### config.mk
export PLATFORM = sky130hd
export DESIGN_NAME = ramlane_decode
export DESIGN_NICKNAME = d
export VERILOG_FILES = /design/src/rtl/ramlane_pkg.sv /design/src/rtl/ramlane_ctrl.sv /design/src/rtl/ramlane_dp.sv /design/src/rtl/ramlane_decode.sv
export SDC_FILE = /design/constraint.sdc
export NUM_CORES = 1
export LEC_CHECK = 0
export ABC_AREA = 1
export BUFFER_PORTS_ARGS = -buffer_cell sky130_fd_sc_hd__buf_2
export CAP_MARGIN = 20
export CELL_PAD_IN_SITES_DETAIL_PLACEMENT = 1
export CELL_PAD_IN_SITES_GLOBAL_PLACEMENT = 1
export CORE_AREA = 2 2 39 41
export CTS_CLUSTER_SIZE = 24
export DETAILED_ROUTE_END_ITERATION = 12
export DIE_AREA = 0 0 41 43
export PLACE_DENSITY_LB_ADDON = 0.1
export SETUP_SLACK_MARGIN = 0.3
export SYNTH_ARGS = -nofsm -noshare
export SYNTH_HDL_FRONTEND = slang
export SYNTH_SLANG_ARGS = --single-unit
### constraint.sdc
create_clock -name clk -period 3.8 [get_ports clk]
set_input_delay 0.38 -clock clk [delete_from_list [all_inputs] [get_ports clk]]
set_output_delay 0.38 -clock clk [all_outputs]
set_load 0.01 [all_outputs]
### src/rtl/ramlane_pkg.sv
package ramlane_pkg;
  localparam int LANES = 4;
  localparam int OFFW  = $clog2(LANES);

  typedef struct packed {
    logic             rdAll;
    logic             wrEn;
    logic [OFFW-1:0]  offs;
    logic [OFFW-1:0]  sizeCode;
  } laneCtl_t;
endpackage

### src/rtl/ramlane_ctrl.sv
module ramlane_ctrl
  import ramlane_pkg::*;
(
  input  logic            regionSel,
  input  logic            strobeN,
  input  logic            rdWr,
  input  logic [OFFW-1:0] addrLow,
  input  logic [OFFW-1:0] sizeCode,
  output laneCtl_t        ctl
);
  logic active;

  always_comb begin
    active       = regionSel && !strobeN;
    ctl.rdAll    = active && rdWr;
    ctl.wrEn     = active && !rdWr;
    ctl.offs     = addrLow;
    ctl.sizeCode = sizeCode;
  end
endmodule

### src/rtl/ramlane_dp.sv
module ramlane_dp
  import ramlane_pkg::*;
(
  input  logic             clk,
  input  logic             rstN,
  input  laneCtl_t         ctl,
  output logic [LANES-1:0] laneSelN
);
  localparam int SUMW = OFFW + 2;

  logic [SUMW-1:0]  nBytes;
  logic [SUMW-1:0]  endOff;
  logic [LANES-1:0] hitMask;
  logic [LANES-1:0] nextMask;

  always_comb begin
    nBytes = (ctl.sizeCode == '0) ? SUMW'(LANES) : SUMW'(ctl.sizeCode);
    endOff = SUMW'(ctl.offs) + nBytes;
  end

  // Offset g travels on lane bit LANES-1-g (big-endian).
  for (genvar g = 0; g < LANES; g++) begin : gLane
    assign hitMask[LANES-1-g] = ctl.wrEn &&
                                (SUMW'(g) >= SUMW'(ctl.offs)) &&
                                (SUMW'(g) < endOff);
  end

  assign nextMask = ctl.rdAll ? '1 : hitMask;

  always_ff @(posedge clk) begin
    if (!rstN) laneSelN <= '1;
    else       laneSelN <= ~nextMask;
  end

  AST_IDLE_HIGH: assert property (@(posedge clk) disable iff (!rstN)
    !$past(ctl.rdAll || ctl.wrEn) |-> laneSelN == '1);

  AST_READ_ALL: assert property (@(posedge clk) disable iff (!rstN)
    $past(ctl.rdAll) |-> laneSelN == '0);

  AST_OWN_LANE: assert property (@(posedge clk) disable iff (!rstN)
    $past(ctl.wrEn) |-> !laneSelN[LANES-1-int'($past(ctl.offs))]);

  AST_NONE_BELOW: assert property (@(posedge clk) disable iff (!rstN)
    $past(ctl.wrEn) |->
      ((~laneSelN) & ~({LANES{1'b1}} >> $past(ctl.offs))) == '0);
endmodule

### src/rtl/ramlane_decode.sv
module ramlane_decode
  import ramlane_pkg::*;
(
  input  logic             clk,
  input  logic             rstN,
  input  logic [1:0]       sizeCode,
  input  logic [1:0]       addrLow,
  input  logic             rdWr,
  input  logic             regionSel,
  input  logic             strobeN,
  output logic [3:0]       laneSelN
);
  laneCtl_t ctl;

  ramlane_ctrl u_ctrl (
    .regionSel (regionSel),
    .strobeN   (strobeN),
    .rdWr      (rdWr),
    .addrLow   (addrLow),
    .sizeCode  (sizeCode),
    .ctl       (ctl)
  );

  ramlane_dp u_dp (
    .clk      (clk),
    .rstN     (rstN),
    .ctl      (ctl),
    .laneSelN (laneSelN)
  );

  AST_RESET_IDLE: assert property (@(posedge clk)
    $past(!rstN) |-> laneSelN == 4'hF);
endmodule

==> results of run 1 <==
## worst max-delay path by stage
stage                startpoint  depth (start not counted)               end  slack [ps]
floorplan           sizeCode[0]                         10  u_dp.laneSelN[1]        2350
global placement    sizeCode[0]                         11  u_dp.laneSelN[3]        2140
detailed placement  sizeCode[0]                         11  u_dp.laneSelN[2]        2100
CTS                 sizeCode[0]                         11  u_dp.laneSelN[2]        2340
global route        sizeCode[0]                         11  u_dp.laneSelN[2]        2270
finish              sizeCode[0]                         11  u_dp.laneSelN[1]        2350
## metal layers
layer | up-vias | GRT usage [%] | wire, um
li1 | 151 | - | -
met1 | 128 | 8.97 | 260
met2 | 11 | 15.0 | 354
met3 | 2 | 1.57 | 39
met4 | 0 | 12.0 | 14
met5 | - | 0 | 0
## cells in the final DEF (no fill, tap or decap)
cell,count
nand2_1,17
fa_1,1
nor2_2,1
nor2_4,1
nand3_1,2
ha_1,2
a21boi_2,1
o21ai_1,1
buf_2,12
dfxtp_1,4
inv_1,5
nor2_1,4
nand2_2,1
clkbuf_4,3
## power by group through the flow
stage | Sequential [mW] | Combinational (mW) | Clock, mW
5_1_grt | 0.0446 | 0.0340 | 0.0594
3_3_place_gp | 0.0450 | 0.0287 | 0
6_report | 0.0445 | 0.0294 | 0.0506
3_5_place_dp | 0.0452 | 0.0298 | 0
4_1_cts | 0.0445 | 0.0300 | 0.0534
2_1_floorplan | 0.0461 | 0.0167 | 0
## cell families after synthesis
kind of cell | synth area share, %
compound gates | 5.88
fa+ha+maj | 16.3
buf+inv | 8.14
flops | 29.0
simple gates | 40.7
## final cells by class
cell class	count	share of cell area, %
multi-input combinational	31	46.3
sequential	4	21.3
clock buffer	3	6.00
inverter	5	5.00
timing repair buffer	12	16.0
tap	16	5.33
==> results.yml, run 1 <==
cts:
  cts_tree: "built"
  cts_resized: 0
  cts_setup_buffers: 0
  htree_num_levels: 1
  cts_made_buffers: 3
  cts.sinks: 4
  clk_pin_slew_ps: 40
  postCtsHoldBufs: 0
  root_buffer: "clkbuf_4"
  cts_buffer_depth: 2
final_layout:
  nNetsFinal: 69
  ff_latch_area_um2: 80.1
  synthToLayoutAreaGrowth_pct: 35.7
  largest_reg_flops: 4
  regMostFlops: "u_dp.laneSelN"
  reg_top3: "u_dp.laneSelN (4)"
  drive_above_1_share_pct: 34.5
  multiInputGateArea_um2: 174
  fillers: 188
  fin_area_um2: 375
  diodes: 0
  fin_cells: 71
  post-route-util_pct: 27.1
power:
  ir_drop_mv: 0.0638
  p_int_mw: 0.0916
  pwr-share-comb_pct: 23.6
  p_leak_nw: 0.203
  netSwitchingPower_mw: 0.0329
  p_seq_share_pct: 35.7
  power.density_nw_per_um2: 332
  switching_share_pct: 26.4
  finalPower_mw: 0.125
  clock_power_share_pct: 40.7
synth:
  synth_edf_count: 0
  yosysTopAreaCellShare_pct: 29.0
  synth_ff_type: "dfxtp_1"
  async_reset_ff_share_pct: 0
  synth.area.top_cells: "dfxtp_1, nand2_1, ha_1, fa_1, inv_1"
  seq_area_frac_synth_pct: 29.0
  synthTopCellsByCount: "nand2_1, inv_1, dfxtp_1, nor2_1"
  yosysUniqueCellTypes: 13
  synthesis.nets: 53
  synth_top_area_cell: "dfxtp_1"
  synth_most_common_cell: "nand2_1"
  synth_area_per_cell_um2: 6.74
  netlist_area_um2: 277
  synth-seq-cells: 4
  ys_warn_count: 0
  netlist_instances: 41
detailed_routing:
  drc_errors: 0
  viasPerCell: 4.11
  detail-route-antenna-nets: 0
  drtIter0Drc: 3
  dr_total_vias: 292
  wire_per_inst_um: 9.41
  routed_wl_um: 668
  drtPass1Iterations: 2
die:
  io_pins: 13
  initial_core_util_pct: 20.0
  die_w_um: 41
  rows: 14
  fp.dieH_um: 43
  die_area_um2: 1760
  core_area_um2: 1380
placement:
  post_dp_cell_area_um2: 353
  gp_congestion: 0.774
  place_ws_ps: 2100
  placed_cells: 68
  portBuffers: 12
  dp_hpwl_um: 580
setup_path:
  crit_buf_inv: 2
  required_ps: 3920
  cp-end-kind: "register"
  crit_top_cell: "nand2_1"
  crit_path_max_incr_delay_ps: 360
  critical_path.top_delay_family: "adder cells"
  path_cells: "buf_2 -> ha_1 -> fa_1 -> inv_1 -> nor2_2 -> nand3_1 -> nand2_2 -> nand2_1 -> nand2_1 -> nand2_1 -> nand2_1"
  crit_type: "primary input to register"
  critPathMaxFanout: 4
  cp.arrival_ps: 1570
  slowest_stage: "fa_1"
  start_kind: "primary input"
sta:
  tns_ps: 0
  hold_violations: 0
  period_share_pct: 38.2
  max-slew-margin-rel_pct: 90.4
  timing.final.ws_setup_ps: 2350
  fin_crit_ps: 1450
  timing.fmax_ghz: 0.689
  tightest_slew_ps: 143
  rsz0062_at_grt: "false"
  holdWs_ps: 353
  finalSetupViolCount: 0
  slew_violations: 0
min_path:
  min_from: "rstN"
  hold_path_depth: 2
  hp-class: "primary input to register"
  hold_end: "u_dp.laneSelN[3]"
grt:
  grt_max_degree: 5
  grt_pass1_wl_mm: 1.08
  grt_pass1_vias: 294
  overflow: 0
  grt_antenna_before_repair: 0
  grtUsageTotal_pct: 9.73
status:
  status: "finished clean"
flow_run:
  drv_cap: 0
Note: power is estimated with default switching activity, not from simulation.
==> inputs of run 2 (changes only) <==
ABC_AREA = 0   (was 1)
clock period = 1.49 ns   (was 3.8 ns; I/O delays follow)
==> run 2 against run 1 <==
  * Final cell count fell by 24%
  * Largest power group unchanged
  * Via count is 20% lower
  * Non-clock buffer count up 1
  * Flip-flop and latch count unchanged
  * Design area is 7.0% higher
==> results.yml, run 2 <==
detailed_routing:
  drtIter0Drc: 2
  viasPerCell: 4.33
  wire_per_inst_um: 10.6
  drc_errors: 0
  drtPass1Iterations: 2
  routed_wl_um: 572
  detail-route-antenna-nets: 0
  dr_total_vias: 234
setup_path:
  crit_buf_inv: 1
  cp_num_cells: 5
  slowest_stage: "fa_2"
  required_ps: 1640
  cp-end-kind: "register"
  critical_path.top_delay_family: "adder cells"
  cp.arrival_ps: 1320
  path_cells: "buf_6 -> ha_4 -> fa_2 -> a311o_1 -> o221ai_2"
  crit_path_max_incr_delay_ps: 430
  start_kind: "primary input"
  critPathMaxFanout: 3
  crit_type: "primary input to register"
power:
  p_int_mw: 0.245
  finalPower_mw: 0.329
  ir_drop_mv: 0.178
  power.density_nw_per_um2: 818
  switching_share_pct: 25.4
  clock_power_share_pct: 39.8
  p_seq_share_pct: 34.3
  pwr-share-comb_pct: 25.9
  p_leak_nw: 0.161
  netSwitchingPower_mw: 0.0835
grt:
  grtUsageTotal_pct: 8.61
  overflow: 0
  grt_pass1_wl_mm: 1.00
  grt_antenna_before_repair: 0
  grt_max_degree: 8
  grt_pass1_vias: 267
synth:
  synth_top_area_cell: "dfxtp_1"
  synth_xor_area_share_pct: 0
  synth-simple-area-share_pct: 14.5
  synth_most_common_cell: "dfxtp_1"
  synth.area.top_cells: "dfxtp_1, ha_1, fa_1, o221ai_1, nor3b_2"
  synth_mux_area_share_pct: 0
  synth_adder_area_share_pct: 18.7
  synth_edf_count: 0
  netlist_instances: 23
  yosysUniqueCellTypes: 18
  synth-seq-cells: 4
  seq_area_frac_synth_pct: 33.2
  synth_top_family_by_area: "compound AO/OA/AOI/OAI gates"
  netlist_area_um2: 241
  synth_ff_type: "dfxtp_1"
  synth_compound_area_share_pct: 30.6
  synth_area_per_cell_um2: 10.5
  synthTopCellsByCount: "dfxtp_1, ha_1, o221ai_1"
  yosysTopAreaCellShare_pct: 33.2
  async_reset_ff_share_pct: 0
  synthesis.nets: 35
  ys_warn_count: 0
final_layout:
  fin_area_um2: 402
  diodes: 0
  final_cell_mix: "buf_2, dfxtp_1, clkbuf_4, o221ai_2, buf_6"
  drive_above_1_share_pct: 65.8
  fin_cells: 54
  nNetsFinal: 52
  largest_reg_flops: 4
  post-route-util_pct: 29.0
  regMostFlops: "u_dp.laneSelN"
  mostFrequentLayoutCell: "buf_2"
  synthToLayoutAreaGrowth_pct: 66.3
  reg_top3: "u_dp.laneSelN (4)"
cts:
  cts_made_buffers: 3
  root_buffer: "clkbuf_4"
  clk_pin_slew_ps: 40
  htree_num_levels: 1
  cts.sinks: 4
  cts_tree: "built"
  postCtsHoldBufs: 0
  cts_buffer_depth: 2
die:
  die_w_um: 41
  die_area_um2: 1760
  fp.dieH_um: 43
  io_pins: 13
  initial_core_util_pct: 17.5
  rows: 14
  core_area_um2: 1380
sta:
  max-slew-margin-rel_pct: 85.2
  finalSetupViolCount: 0
  fin_crit_ps: 1180
  slew_violations: 0
  rsz0062_at_grt: "true"
  period_share_pct: 79.0
  holdWs_ps: 214
  tns_ps: 0
  hold_violations: 0
  timing.final.ws_setup_ps: 314
  tightest_slew_ps: 219
  timing.fmax_ghz: 0.850
min_path:
  hold_path_depth: 2
  hp-class: "primary input to register"
placement:
  placed_cells: 50
  post_dp_cell_area_um2: 333
  dp_hpwl_um: 481
  portBuffers: 12
  place_ws_ps: 21.5
  gp_congestion: 0.573
status:
  status: "finished clean"
flow_run:
  drv_cap: 0
-- run 2: metal layers --
metal | part of all wire, % | GRT usage, %
met1 | 35 | 8.28
met2 | 56 | 14.1
met3 | 7.5 | 3.14
met4 | 1.0 | 6.00
met5 | 0 | 0
-- run 2: logic make-up (layout without fill, tap and decap cells) --
logic type | after synthesis | count (layout)
AOI/OAI and AO/OA | 9 | 9
adders and majority gates | 3 | 3
DFF | 4 | 4
and+or+nand+nor | 5 | 5
buffers and inverters | 2 | 17
-- run 2: final cells by class --
class                           count  area [um^2]
Fill cell                         175          982
Multi-Input combinational cell     17          195
Sequential cell                     4         80.1
Timing Repair Buffer               13         80.1
Clock buffer                        3         22.5
Tap cell                           16         20.0
Inverter                            1         3.75
-- run 2: power groups by stage --
| stage | clock (mW) | sequential, mW | combinational [mW] |
|---|---|---|---|
| after global placement | 0 | 0.114 | 0.0697 |
| final | 0.131 | 0.113 | 0.0851 |
| after CTS | 0.135 | 0.113 | 0.0705 |
| after global routing | 0.145 | 0.113 | 0.0964 |
| after floorplan | 0 | 0.117 | 0.0374 |
| after detailed placement | 0 | 0.114 | 0.0697 |
-- run 2: worst paths after layout --
check              startpoint               end  slack (ps)
setup / recovery  sizeCode[0]  u_dp.laneSelN[3]         310
hold / removal           rdWr  u_dp.laneSelN[0]         210
-- run 2: timing repair --
item / CTS / global route
pin swaps: 1 / 3
buffers inserted: 0 / 1
cloned: 0 / 0
endpoints found under the setup margin: 2 / 3
resized for setup: 0 / 9
